`src/rtl/irq_rt_pkg.sv`:
```
package irq_rt_pkg;
  localparam int NSRC = 16;
  localparam int DW   = 32;
  localparam int AW   = 8;

  typedef enum logic [7:0] {
    OFF_PSET  = 8'h00,
    OFF_PCLR  = 8'h04,
    OFF_STAT  = 8'h08,
    OFF_MODE  = 8'h0C,
    OFF_MSET  = 8'h10,
    OFF_MCLR  = 8'h14,
    OFF_MASK  = 8'h18,
    OFF_ROUTE = 8'h1C,
    OFF_AGG   = 8'h20
  } reg_off_e;

  typedef struct packed {
    logic pset;
    logic pclr;
    logic mode;
    logic mset;
    logic mclr;
    logic route;
  } wr_strobe_t;
endpackage

```
`src/rtl/irq_rt_regs.sv`:
```
module irq_rt_regs
  import irq_rt_pkg::*;
#(
  parameter int N_SRC = NSRC,
  parameter int D_W   = DW,
  parameter int A_W   = AW
) (
  input  logic             clk,
  input  logic             rst_n,
  input  logic [A_W-1:0]   bus_addr,
  input  logic             bus_we,
  input  logic [D_W-1:0]   bus_wdata,
  output logic [N_SRC-1:0] pset_bits,
  output logic [N_SRC-1:0] pclr_bits,
  output logic [N_SRC-1:0] mode_q,
  output logic [N_SRC-1:0] mask_q,
  output logic [N_SRC-1:0] route_en_q,
  output logic [N_SRC-1:0] route_sel_q
);
  localparam int SEL_LSB = D_W / 2;

  wr_strobe_t         stb;
  logic [N_SRC-1:0]   wbits;

  assign wbits = bus_wdata[N_SRC-1:0];

  always_comb begin
    stb       = '0;
    stb.pset  = bus_we && (bus_addr == OFF_PSET);
    stb.pclr  = bus_we && (bus_addr == OFF_PCLR);
    stb.mode  = bus_we && (bus_addr == OFF_MODE);
    stb.mset  = bus_we && (bus_addr == OFF_MSET);
    stb.mclr  = bus_we && (bus_addr == OFF_MCLR);
    stb.route = bus_we && (bus_addr == OFF_ROUTE);
  end

  assign pset_bits = stb.pset ? wbits : '0;
  assign pclr_bits = stb.pclr ? wbits : '0;

  always_ff @(posedge clk) begin
    if (!rst_n) begin
      mode_q      <= '0;
      mask_q      <= '0;
      route_en_q  <= '0;
      route_sel_q <= '0;
    end else begin
      if (stb.mode) mode_q <= wbits;
      if (stb.mset) mask_q <= mask_q | wbits;
      else if (stb.mclr) mask_q <= mask_q & ~wbits;
      if (stb.route) begin
        route_en_q  <= wbits;
        route_sel_q <= bus_wdata[SEL_LSB +: N_SRC];
      end
    end
  end
endmodule

```
`src/rtl/irq_rt_pend.sv`:
```
module irq_rt_pend #(
  parameter int N_SRC = 16
) (
  input  logic             clk,
  input  logic             rst_n,
  input  logic [N_SRC-1:0] raw,
  input  logic [N_SRC-1:0] mode,
  input  logic [N_SRC-1:0] pset,
  input  logic [N_SRC-1:0] pclr,
  output logic [N_SRC-1:0] pend
);
  for (genvar i = 0; i < N_SRC; i++) begin : g_src
    logic prev_q;
    logic sw_q;
    logic rise;

    assign rise = raw[i] & ~prev_q;

    always_ff @(posedge clk) begin
      if (!rst_n) begin
        prev_q <= 1'b0;
        sw_q   <= 1'b0;
      end else begin
        prev_q <= raw[i];
        if (pset[i]) sw_q <= 1'b1;
        else if (!mode[i] && rise) sw_q <= 1'b1;
        else if (pclr[i]) sw_q <= 1'b0;
      end
    end

    assign pend[i] = mode[i] ? (raw[i] | sw_q) : sw_q;
  end
endmodule

```
`src/rtl/irq_rt_deliver.sv`:
```
module irq_rt_deliver #(
  parameter int N_SRC = 16
) (
  input  logic [N_SRC-1:0] pend,
  input  logic [N_SRC-1:0] mask,
  input  logic [N_SRC-1:0] route_en,
  input  logic [N_SRC-1:0] route_sel,
  output logic             irq_a,
  output logic             irq_b
);
  localparam int NLINE = 2;

  logic [N_SRC-1:0] live;
  logic [NLINE-1:0] line;

  assign live = pend & mask & route_en;

  for (genvar l = 0; l < NLINE; l++) begin : g_line
    logic [N_SRC-1:0] pick;
    assign pick    = (l == 0) ? ~route_sel : route_sel;
    assign line[l] = |(live & pick);
  end

  assign irq_a = line[0];
  assign irq_b = line[1];
endmodule

```
`src/rtl/irq_router_ctrl.sv`:
```
module irq_router_ctrl
  import irq_rt_pkg::*;
#(
  parameter int N_SRC = NSRC,
  parameter int D_W   = DW,
  parameter int A_W   = AW
) (
  input  logic             clk,
  input  logic             rst_n,
  input  logic [A_W-1:0]   bus_addr,
  input  logic             bus_we,
  input  logic [D_W-1:0]   bus_wdata,
  output logic [D_W-1:0]   bus_rdata,
  input  logic [N_SRC-1:0] irq_raw,
  output logic             irq_out_a,
  output logic             irq_out_b
);
  localparam int SEL_LSB = D_W / 2;

  logic [N_SRC-1:0] pset_bits, pclr_bits;
  logic [N_SRC-1:0] mode_q, mask_q, route_en_q, route_sel_q;
  logic [N_SRC-1:0] pend_vec;

  irq_rt_regs #(.N_SRC(N_SRC), .D_W(D_W), .A_W(A_W)) u_regs (
    .clk        (clk),
    .rst_n      (rst_n),
    .bus_addr   (bus_addr),
    .bus_we     (bus_we),
    .bus_wdata  (bus_wdata),
    .pset_bits  (pset_bits),
    .pclr_bits  (pclr_bits),
    .mode_q     (mode_q),
    .mask_q     (mask_q),
    .route_en_q (route_en_q),
    .route_sel_q(route_sel_q)
  );

  irq_rt_pend #(.N_SRC(N_SRC)) u_pend (
    .clk  (clk),
    .rst_n(rst_n),
    .raw  (irq_raw),
    .mode (mode_q),
    .pset (pset_bits),
    .pclr (pclr_bits),
    .pend (pend_vec)
  );

  irq_rt_deliver #(.N_SRC(N_SRC)) u_deliver (
    .pend     (pend_vec),
    .mask     (mask_q),
    .route_en (route_en_q),
    .route_sel(route_sel_q),
    .irq_a    (irq_out_a),
    .irq_b    (irq_out_b)
  );

  always_comb begin
    bus_rdata = '0;
    case (bus_addr)
      OFF_STAT:  bus_rdata[N_SRC-1:0] = pend_vec;
      OFF_MODE:  bus_rdata[N_SRC-1:0] = mode_q;
      OFF_MASK:  bus_rdata[N_SRC-1:0] = mask_q;
      OFF_ROUTE: begin
        bus_rdata[N_SRC-1:0]       = route_en_q;
        bus_rdata[SEL_LSB +: N_SRC] = route_sel_q;
      end
      OFF_AGG:   bus_rdata[0] = irq_out_a | irq_out_b;
      default:   bus_rdata = '0;
    endcase
  end
endmodule

```
`config.mk`:
```
export PLATFORM = sky130hd
export DESIGN_NAME = irq_router_ctrl
export DESIGN_NICKNAME = d
export VERILOG_FILES = /design/src/rtl/irq_rt_pkg.sv /design/src/rtl/irq_rt_regs.sv /design/src/rtl/irq_rt_pend.sv /design/src/rtl/irq_rt_deliver.sv /design/src/rtl/irq_router_ctrl.sv
export SDC_FILE = /design/constraint.sdc
export NUM_CORES = 1
export LEC_CHECK = 0
export BUFFER_PORTS_ARGS = -buffer_cell sky130_fd_sc_hd__buf_2
export CORE_AREA = 2 2 79 138
export CTS_CLUSTER_SIZE = 20
export DETAILED_ROUTE_END_ITERATION = 8
export DIE_AREA = 0 0 81 140
export PLACE_DENSITY_LB_ADDON = 0.12
export SLEW_MARGIN = 10
export SYNTH_ARGS = -nofsm -noshare
export SYNTH_HDL_FRONTEND = slang
export SYNTH_SLANG_ARGS = --single-unit
export TNS_END_PERCENT = 100
```
`constraint.sdc`:
```
create_clock -name clk -period 2.38 [get_ports clk]
set_input_delay 0.476 -clock clk [delete_from_list [all_inputs] [get_ports clk]]
set_output_delay 0.476 -clock clk [all_outputs]
set_load 0.005 [all_outputs]
```
# Word level (Yosys, flattened, before mapping)
# Cells that the tools add are included.
# W data, S select, Z words.
# word_totals
wordCells	230
register_bits	96
output_inout_bits	34
# classes
n_eq_ne	8
bitwise	57
n_mux	71
reduce_logical	58
# op_table
cell	n
$and A16 B16 Y16	5
$mux W16	5
$mux W1	64
$pmux W15 S4	1
$reduce_bool A3 Y1	16
$eq A8 B5 Y1 const B	4
$not A16 Y16	2
$reduce_or A16 Y1	2
$logic_and A1 B1 Y1	22
$or A1 B1 Y1	17
$and A1 B1 Y1	16
$eq A8 B4 Y1 const B	2
$logic_not A1 Y1	16
$not A1 Y1	16
$or A16 B16 Y16	1
$eq A8 B3 Y1 const B	1
$eq A8 B6 Y1 const B	1
$logic_not A8 Y1	1
$pmux W1 S5	1
$reduce_bool A2 Y1	1

# Logic depth before layout (Yosys ltp)
# Gate-level depths: netlist (run 1).
# depth
word_depth	8
mapped_depth	8
ltp_nobuf	6

# Cells and area by module
# From an unflattened synthesis (run 1), not the netlist that was laid out.
# unflattened
hier_cells	565
hier_area_um2	5056.1
# by_module_without_submodules
mod	seq_area_each_um2	area_per_inst_um2	cells_per_inst	n_inst
irq_rt_regs	1281.2	2869.0	323	1
irq_rt_pend	640.6	1241.2	115	1
irq_router_ctrl	0.0	645.6	85	1
irq_rt_deliver	0.0	300.3	42	1

# Least setup slack after synthesis (run 1)
# No wires, ideal clock.
# synth_timing
path_type	input -> output
from	in irq_raw[6]
to	out bus_rdata[0]
path_stages	6
arrival_ns	1.631
slack_ns	0.273
required_time_ns	1.904
path_buffers	0
path_cell_list	a21oi_2 nor2_1 a22o_1 or4_4 nor4_2 o21ai_1
# synth_via
elab_chain_len	8
# synth_rtl
item	line	text
start: declaration	irq_router_ctrl.sv:14	input logic [N_SRC-1:0] irq_raw,
$or A1 B1 Y1 *	irq_rt_pend.sv:31	assign pend[i] = mode[i] ? (raw[i] | sw_q) : sw_q;
$mux W1 *	irq_rt_pend.sv:31	
$and A16 B16 Y16 * (2 in series)	irq_rt_deliver.sv:16	assign live = pend & mask & route_en;
$and A16 B16 Y16	irq_rt_deliver.sv:21	assign line[l] = |(live & pick);
$reduce_or A16 Y1	irq_rt_deliver.sv:21	
$or A1 B1 Y1 *	irq_router_ctrl.sv:67	OFF_AGG: bus_rdata[0] = irq_out_a | irq_out_b;
$pmux W1 S5 *	irq_router_ctrl.sv:59	case (bus_addr)
end: declaration	irq_router_ctrl.sv:13	output logic [D_W-1:0] bus_rdata,
# Mark *: on every way between the ends. The rest lies on a longest branch, timed or not.

# Worst setup path in the final report (run 1)
# layout_timing
from	reg u_regs.mode_q[9]
to	out irq_out_b
# layout_via
elab_chain_len	5
# layout_rtl
item	line	text
start: declaration	irq_rt_regs.sv:15	output logic [N_SRC-1:0] mode_q,
start signal: assignment	irq_rt_regs.sv:47	if (stb.mode) mode_q <= wbits;
$mux W1	irq_rt_pend.sv:31	
$and A16 B16 Y16 (2 in series)	irq_rt_deliver.sv:16	
$and A16 B16 Y16	irq_rt_deliver.sv:21	
$reduce_or A16 Y1	irq_rt_deliver.sv:21	
end: declaration	irq_router_ctrl.sv:16	output logic irq_out_b
# Every way passes these cells.

==> results of run 1 <==
-- routing by layer --
layer	up-vias	routed length, um	GRT usage, %
li1	2272	-	-
met1	2269	6250	34.5
met2	154	7200	41.7
met3	26	735	4.25
met4	0	373	10.3
met5	-	0	0
-- worst paths after layout --
kind | end | start
setup / recovery | irq_out_b | u_regs.mode_q[9]
hold / removal | u_regs.route_sel_q[5] | bus_wdata[21]
setup reg to reg | u_pend.g_src[6].sw_q | u_regs.mode_q[6]
hold reg to reg | u_regs.route_en_q[14] | u_regs.route_en_q[14]
-- synth_stat cells (3+ instances only) --
master and n:
sky130_fd_sc_hd__nor2_1 34, sky130_fd_sc_hd__nor3_1 18, sky130_fd_sc_hd__a311oi_1 16, sky130_fd_sc_hd__a21oi_2 3, sky130_fd_sc_hd__buf_2 10, sky130_fd_sc_hd__buf_4 7
sky130_fd_sc_hd__a22oi_1 13, sky130_fd_sc_hd__a21oi_1 77, sky130_fd_sc_hd__o2111ai_1 13, sky130_fd_sc_hd__clkbuf_1 23, sky130_fd_sc_hd__dfxtp_1 96, sky130_fd_sc_hd__a221oi_1 17
sky130_fd_sc_hd__nor3b_1 16, sky130_fd_sc_hd__a22o_1 4, sky130_fd_sc_hd__nand2_1 146, sky130_fd_sc_hd__nor4_1 5, sky130_fd_sc_hd__a222oi_1 4, sky130_fd_sc_hd__and2_1 32
sky130_fd_sc_hd__nand3_1 11, sky130_fd_sc_hd__and4_1 4
-- power groups by stage --
| stage | sequential (mW) | combinational [mW] | clock [mW] |
|---|---|---|---|
| after floorplan | 1.70 | 0.104 | 0 |
| after CTS | 1.67 | 0.264 | 1.58 |
| after global routing | 1.67 | 0.293 | 1.65 |
| after global placement | 1.70 | 0.252 | 0 |
| after detailed placement | 1.70 | 0.258 | 0 |
| final | 1.67 | 0.272 | 1.56 |
-- timing repair --
item                                    in CTS  in global routing
cloned                                       0                  0
endpoints found under the setup margin       3                 16
hold endpoints to repair                     0                  0
setup buffers                                3                  2
resized for setup                           15                 13
pin swaps                                    9                  6
-- cells by family (layout without fill, tap and decap cells) --
kind of cell / count (synthesis) / count (layout) / synth area share, %
AND/OR/NAND/NOR: 280 / 280 / 29.5
AO/OA/AOI/OAI: 153 / 153 / 22.9
flip-flops: 96 / 96 / 42.7
buffers and inverters: 43 / 156 / 4.65
multiplexers: 1 / 1 / 0.223
-- worst reg2reg max path, stage by stage, from the launching register on --
cell and delay, ns:
sky130_fd_sc_hd__dfxtp_4 0.35, sky130_fd_sc_hd__buf_4 0.13, sky130_fd_sc_hd__nor3b_1 0.19, sky130_fd_sc_hd__a221oi_1 0.07, sky130_fd_sc_hd__nor2_1 0.09
-- final cells by class --
class	count	area, sq um
flip-flops and latches	96	1930
inverters	1	3.75
fillers	996	4390
clock buffers	10	239
multi-input cells	434	2480
well taps	127	159
clock inverters	6	82.6
repair buffers	139	895
==> impl_metrics.xml, run 1 <==
<?xml version="1.0" encoding="UTF-8"?>
<metrics>
  <group name="outcome">
    <metric name="run_status" unit="">complete, but fails checks</metric>
    <metric name="violated_checks" unit="">setup timing</metric>
  </group>
  <group name="clock_tree">
    <metric name="cts_made_buffers" unit="">9</metric>
    <metric name="clk-insertion-delay-late" unit="ns">0.35</metric>
    <metric name="cts.reportedPaths.clkPinSlew" unit="ns">0.07</metric>
    <metric name="clockBufferDepth" unit="">2</metric>
    <metric name="h-tree-depth" unit="">3</metric>
    <metric name="cts-hold-fix-buffers" unit="">0</metric>
    <metric name="clock_tree.root_cell" unit="">sky130_fd_sc_hd__clkbuf_16</metric>
    <metric name="cts_tree" unit="">done</metric>
    <metric name="cts.sink_count" unit="">96</metric>
  </group>
  <group name="grt">
    <metric name="antenna_violations_before_repair" unit="">0</metric>
    <metric name="globalRouteOverflowTotal" unit="">0</metric>
    <metric name="via_count_of_the_first_global_routing_pass" unit="">4486</metric>
    <metric name="global_route_wire_length_before_repair" unit="um">22800</metric>
    <metric name="maximum_number_of_pins_on_one_net_before_global_route_repair" unit="">53</metric>
    <metric name="total_routing_resource_utilization_after_global_routing" unit="%">26.0</metric>
  </group>
  <group name="synth">
    <metric name="synth_async_sr_flop_share" unit="%">0</metric>
    <metric name="synth_cell_types" unit="">39</metric>
    <metric name="ys.warnings.count" unit="">0</metric>
    <metric name="synth_ff_type" unit="">sky130_fd_sc_hd__dfxtp_1</metric>
    <metric name="post_synth_main_area_contributors" unit="">sky130_fd_sc_hd__dfxtp_1, sky130_fd_sc_hd__nand2_1, sky130_fd_sc_hd__a21oi_1</metric>
    <metric name="synth_enable_flop_cells" unit="">0</metric>
    <metric name="synth_sequential_area_ratio" unit="%">42.7</metric>
    <metric name="post_synth_inst_count" unit="">573</metric>
    <metric name="postSynthNetCount" unit="">632</metric>
    <metric name="avgSynthCellArea" unit="sq um">7.85</metric>
    <metric name="ys_ff_latch" unit="">96</metric>
    <metric name="yosys.area.top_type_share" unit="%">42.7</metric>
    <metric name="post_synth_instance_area" unit="sq um">4500</metric>
    <metric name="largest_area_contributor_in_the_netlist" unit="">sky130_fd_sc_hd__dfxtp_1</metric>
  </group>
  <group name="worst_setup_path">
    <metric name="criticalPathCategory" unit="">register to primary output</metric>
    <metric name="critical_path.top_delay_family" unit="">simple AND/OR/NAND/NOR gates</metric>
    <metric name="path_max_fanout" unit="">2</metric>
    <metric name="crit_buf_inv" unit="">1</metric>
    <metric name="critPathLaunchType" unit="">register</metric>
    <metric name="regToRegSetupSlack" unit="ns">1.50</metric>
    <metric name="r2r_cells" unit="">4</metric>
    <metric name="critPathMaxStageDelay" unit="ns">0.55</metric>
    <metric name="logic_depth_of_the_worst_setup_path_including_buffers" unit="">6</metric>
    <metric name="cells_along_the_critical_path" unit="">a21oi_2 &gt; nor2_1 &gt; a22o_1 &gt; or4_4 &gt; or2_1 &gt; buf_2</metric>
    <metric name="worst-endpoint-arrival" unit="ns">2.07</metric>
    <metric name="cp_slowest_cell" unit="">sky130_fd_sc_hd__or4_4</metric>
    <metric name="critical_path_required" unit="ns">1.90</metric>
    <metric name="worst_setup_path_end_kind" unit="">primary output</metric>
  </group>
  <group name="layout">
    <metric name="flow.area_growth_from_synthesis" unit="%">28.6</metric>
    <metric name="final_common_cell" unit="">sky130_fd_sc_hd__nand2_1</metric>
    <metric name="antenna-diode-count" unit="">0</metric>
    <metric name="post_layout_nonfiller_instances" unit="">813</metric>
    <metric name="layout-drive-gt1-share" unit="%">27.6</metric>
    <metric name="finalNetCount" unit="">740</metric>
    <metric name="finalCoreUtilization" unit="%">56.8</metric>
    <metric name="fin_area" unit="sq um">5790</metric>
    <metric name="layout_common_cells" unit="">sky130_fd_sc_hd__nand2_1, sky130_fd_sc_hd__dfxtp_1, sky130_fd_sc_hd__buf_2, sky130_fd_sc_hd__a21oi_1, sky130_fd_sc_hd__buf_4</metric>
  </group>
  <group name="floorplanning">
    <metric name="io-pin-count" unit="">93</metric>
    <metric name="die_height" unit="um">140</metric>
    <metric name="core-area" unit="sq um">10200</metric>
    <metric name="start_util" unit="%">44.2</metric>
    <metric name="row_count" unit="">49</metric>
    <metric name="die_width" unit="um">81</metric>
    <metric name="dieArea" unit="sq um">11300</metric>
  </group>
  <group name="min_path">
    <metric name="worstHoldPathCells" unit="">3</metric>
    <metric name="hold_class" unit="">input port to register</metric>
  </group>
  <group name="run">
    <metric name="timing.max_cap.violations" unit="">0</metric>
  </group>
  <group name="pwr">
    <metric name="peakVddDrop" unit="mV">0.584</metric>
    <metric name="power.internal" unit="mW">2.70</metric>
    <metric name="p_switching" unit="mW">0.796</metric>
    <metric name="power.density" unit="nW/um^2">605</metric>
    <metric name="seq_power_share" unit="%">47.6</metric>
    <metric name="report.power.total" unit="mW">3.50</metric>
    <metric name="pwr-share-comb" unit="%">7.8</metric>
    <metric name="power_switching_share" unit="%">22.7</metric>
    <metric name="p_leak" unit="nW">2.22</metric>
    <metric name="clock_power_share" unit="%">44.6</metric>
  </group>
  <group name="timing">
    <metric name="fmaxAchievable" unit="MHz">392</metric>
    <metric name="maxSlewHeadroom" unit="%">74.4</metric>
    <metric name="setup_tns" unit="ns">-0.335</metric>
    <metric name="number_of_hold_slack_violations_in_the_final_timing_report" unit="">0</metric>
    <metric name="layout_min_cycle_time" unit="ns">2.55</metric>
    <metric name="timing.hold.ws" unit="ns">0.362</metric>
    <metric name="final_max_slew_viol_count" unit="">0</metric>
    <metric name="final_min_period_over_clock_period" unit="%">107</metric>
    <metric name="clock_skew" unit="ns">0.00550</metric>
    <metric name="worst_slack" unit="ns">-0.171</metric>
    <metric name="worst_margin_slew" unit="ns">0.380</metric>
    <metric name="grt_setup_unrepaired" unit="">yes</metric>
    <metric name="timing.final.setup_violations" unit="">2</metric>
  </group>
  <group name="placement">
    <metric name="placed_cells_incl_taps" unit="">792</metric>
    <metric name="gp_congestion" unit="">0.851</metric>
    <metric name="port_buffers" unit="">92</metric>
    <metric name="placed_cell_area" unit="sq um">5310</metric>
    <metric name="dp.final_hpwl" unit="um">10100</metric>
    <metric name="detailedPlace.worstSlack" unit="ns">-0.148</metric>
  </group>
  <group name="drt">
    <metric name="vias" unit="">4721</metric>
    <metric name="detail_route.wl_per_cell" unit="um">17.9</metric>
    <metric name="vias_per_cell" unit="">5.81</metric>
    <metric name="drt.antenna.violating_nets" unit="">0</metric>
    <metric name="detail_route.first_pass.iterations" unit="">6</metric>
    <metric name="drt_wl_total" unit="um">14600</metric>
    <metric name="dr.first_iter.drc_count" unit="">471</metric>
    <metric name="detail_route.drc_violations" unit="">0</metric>
  </group>
</metrics>
(Power assumes the default switching activity.)
==> run 2, diff against run 1 <==
==> constraint.sdc (replaced) <==
create_clock -name clk -period 2.8 [get_ports clk]
set_input_delay 0.56 -clock clk [delete_from_list [all_inputs] [get_ports clk]]
set_output_delay 0.56 -clock clk [all_outputs]
set_load 0.005 [all_outputs]
==> impl_metrics.xml, run 2 (synthesis results as in run 1) <==
<?xml version="1.0" encoding="UTF-8"?>
<metrics>
  <group name="outcome">
    <metric name="run_status" unit="">finished clean</metric>
  </group>
  <group name="timing">
    <metric name="grt_setup_unrepaired" unit="">no</metric>
    <metric name="fmaxAchievable" unit="MHz">373</metric>
    <metric name="final_min_period_over_clock_period" unit="%">95.8</metric>
    <metric name="maxSlewHeadroom" unit="%">66.9</metric>
    <metric name="number_of_hold_slack_violations_in_the_final_timing_report" unit="">0</metric>
    <metric name="timing.final.setup_violations" unit="">0</metric>
    <metric name="setup_tns" unit="ns">0</metric>
    <metric name="layout_min_cycle_time" unit="ns">2.68</metric>
    <metric name="clock_skew" unit="ns">0.00701</metric>
    <metric name="final_max_slew_viol_count" unit="">0</metric>
    <metric name="worst_margin_slew" unit="ns">0.496</metric>
  </group>
  <group name="clock_tree">
    <metric name="cts.reportedPaths.clkPinSlew" unit="ns">0.07</metric>
    <metric name="postCtsResizedCells" unit="">0</metric>
    <metric name="cts_made_buffers" unit="">9</metric>
    <metric name="cts.sink_count" unit="">96</metric>
    <metric name="cts.repair_timing.setup_buffer_count" unit="">0</metric>
    <metric name="cts-hold-fix-buffers" unit="">0</metric>
    <metric name="cts_tree" unit="">done</metric>
    <metric name="clockBufferDepth" unit="">2</metric>
    <metric name="clk-insertion-delay-late" unit="ns">0.35</metric>
    <metric name="clock_tree.root_cell" unit="">sky130_fd_sc_hd__clkbuf_16</metric>
    <metric name="h-tree-depth" unit="">3</metric>
  </group>
  <group name="placement">
    <metric name="placed_cell_area" unit="sq um">5120</metric>
    <metric name="port_buffers" unit="">92</metric>
    <metric name="gp_congestion" unit="">0.835</metric>
    <metric name="placed_cells_incl_taps" unit="">773</metric>
    <metric name="dp.final_hpwl" unit="um">9950</metric>
  </group>
  <group name="layout">
    <metric name="antenna-diode-count" unit="">0</metric>
    <metric name="multi_input_gate_area" unit="sq um">2380</metric>
    <metric name="final-seq-area" unit="sq um">1920</metric>
    <metric name="final_common_cell" unit="">sky130_fd_sc_hd__nand2_1</metric>
    <metric name="layout-drive-gt1-share" unit="%">21.3</metric>
    <metric name="fin_area" unit="sq um">5420</metric>
    <metric name="finalCoreUtilization" unit="%">53.2</metric>
    <metric name="finalNetCount" unit="">716</metric>
    <metric name="post_layout_nonfiller_instances" unit="">789</metric>
    <metric name="flow.area_growth_from_synthesis" unit="%">20.4</metric>
    <metric name="n_fill_cell" unit="">1020</metric>
    <metric name="layout_common_cells" unit="">sky130_fd_sc_hd__nand2_1, sky130_fd_sc_hd__dfxtp_1, sky130_fd_sc_hd__buf_2, sky130_fd_sc_hd__a21oi_1, sky130_fd_sc_hd__nor2_1</metric>
  </group>
  <group name="grt">
    <metric name="busiest_layer" unit="">met2</metric>
    <metric name="globalRouteOverflowTotal" unit="">0</metric>
    <metric name="maximum_number_of_pins_on_one_net_before_global_route_repair" unit="">45</metric>
    <metric name="antenna_violations_before_repair" unit="">0</metric>
    <metric name="global_route_wire_length_before_repair" unit="um">22400</metric>
    <metric name="total_routing_resource_utilization_after_global_routing" unit="%">25.5</metric>
    <metric name="global_route.usage.met2" unit="%">41.8</metric>
    <metric name="global_route.usage.met1" unit="%">33.6</metric>
    <metric name="gr-usage-met3" unit="%">4.06</metric>
    <metric name="via_count_of_the_first_global_routing_pass" unit="">4432</metric>
  </group>
  <group name="pwr">
    <metric name="peakVddDrop" unit="mV">0.308</metric>
    <metric name="report.power.total" unit="mW">2.85</metric>
    <metric name="p_leak" unit="nW">2.05</metric>
    <metric name="power.density" unit="nW/um^2">526</metric>
  </group>
  <group name="drt">
    <metric name="dr.first_iter.drc_count" unit="">364</metric>
    <metric name="drt_wl_total" unit="um">14100</metric>
    <metric name="detail_route.drc_violations" unit="">0</metric>
    <metric name="vias" unit="">4604</metric>
    <metric name="vias_per_cell" unit="">5.84</metric>
    <metric name="detail_route.first_pass.iterations" unit="">5</metric>
    <metric name="detail_route.wl_per_cell" unit="um">17.9</metric>
    <metric name="drt.antenna.violating_nets" unit="">0</metric>
  </group>
  <group name="worst_setup_path">
    <metric name="r2r_cells" unit="">3</metric>
    <metric name="worst_r2r_startpoint" unit="">u_regs.mode_q[0]</metric>
    <metric name="worst_setup_path_end_kind" unit="">primary output</metric>
    <metric name="regToRegSetupSlack" unit="ns">1.91</metric>
    <metric name="r2r-end" unit="">u_pend.g_src[0].sw_q</metric>
    <metric name="worst-endpoint-arrival" unit="ns">2.12</metric>
    <metric name="criticalPathCategory" unit="">register to primary output</metric>
    <metric name="path_max_fanout" unit="">4</metric>
    <metric name="critPathLaunchType" unit="">register</metric>
    <metric name="critical_path_required" unit="ns">2.24</metric>
  </group>
  <group name="run">
    <metric name="timing.max_cap.violations" unit="">0</metric>
  </group>
  <group name="floorplanning">
    <metric name="dieArea" unit="sq um">11300</metric>
    <metric name="io-pin-count" unit="">93</metric>
    <metric name="die_height" unit="um">140</metric>
    <metric name="start_util" unit="%">44.2</metric>
    <metric name="core-area" unit="sq um">10200</metric>
    <metric name="die_width" unit="um">81</metric>
    <metric name="row_count" unit="">49</metric>
  </group>
  <group name="min_path">
    <metric name="worstHoldStart" unit="">irq_raw[3]</metric>
    <metric name="end_of_the_worst_hold_path" unit="">u_pend.g_src[3].prev_q</metric>
    <metric name="hold_class" unit="">input port to register</metric>
    <metric name="worstHoldPathCells" unit="">2</metric>
  </group>
</metrics>
## run 2: changes by cell type in the layout (fill, tap and decap cells not counted), moves of 3 or more
| cell | before | now |
|---|---|---|
| sky130_fd_sc_hd__buf_12 | 6 | 2 |
| sky130_fd_sc_hd__buf_4 | 41 | 21 |
| sky130_fd_sc_hd__dfxtp_1 | 91 | 96 |
| sky130_fd_sc_hd__a21oi_2 | 13 | 3 |
| sky130_fd_sc_hd__nor3_2 | 5 | 1 |
| sky130_fd_sc_hd__nor4_1 | 1 | 5 |
| sky130_fd_sc_hd__a21oi_1 | 67 | 77 |
| sky130_fd_sc_hd__dfxtp_2 | 4 | 0 |
| sky130_fd_sc_hd__nor3_1 | 14 | 18 |
| sky130_fd_sc_hd__nor4_2 | 4 | 1 |
## run 2: final cells by class
type / count / share of cell area [%]
Timing Repair Buffer: 115 / 12.1
Sequential cell: 96 / 35.5
Inverter: 1 / 0.0693
Tap cell: 127 / 2.93
Multi-Input combinational cell: 434 / 43.9
Clock buffer: 11 / 4.48
Clock inverter: 5 / 1.04
## run 2: routing by layer
metal  vias to the layer above  part of all wire, %
met1                      2187                   44
li1                       2228                    -
met3                        18                  5.4
met5                         -                    0
met4                         0                  1.6
met2                       171                   49
## run 2: how the worst max path moves through the flow
stage	from	endpoint	slack, ns
floorplan	irq_raw[6]	bus_rdata[0]	0.53
global placement	irq_raw[6]	bus_rdata[0]	0.12
detailed placement	irq_raw[6]	bus_rdata[0]	0.11
CTS	u_regs.mode_q[6]	bus_rdata[0]	0.09
global route	u_regs.mode_q[10]	bus_rdata[0]	0.0008
finish	u_regs.mode_q[6]	bus_rdata[0]	0.12
## run 2: report_power, final
| group | internal [mW] | switching, mW | leakage [nW] |
|---|---|---|---|
| clock | 0.716 | 0.525 | 0.145 |
| sequential | 1.40 | 0.0197 | 0.782 |
| combinational | 0.0752 | 0.119 | 1.13 |
| total | 2.19 | 0.663 | 2.05 |
## run 2: through the flow
| stage | hold WS, ns | worst slack (ns) |
|---|---|---|
| final | 0.443 | 0.119 |
| after CTS | 0.437 | 0.0908 |
| after global placement | 0.457 | 0.124 |
| after floorplan | 0.449 | 0.525 |
| after global routing | 0.454 | 0.000800 |
| after detailed placement | 0.462 | 0.110 |
## run 2: critical path: stages, from the launching register on
cell and delay (ns):
sky130_fd_sc_hd__dfxtp_1 0.34, sky130_fd_sc_hd__a21oi_2 0.17, sky130_fd_sc_hd__nor2_1 0.07, sky130_fd_sc_hd__a22o_1 0.25, sky130_fd_sc_hd__or4_4 0.54, sky130_fd_sc_hd__nor4_2 0.16
sky130_fd_sc_hd__o21ai_1 0.11, sky130_fd_sc_hd__buf_2 0.14
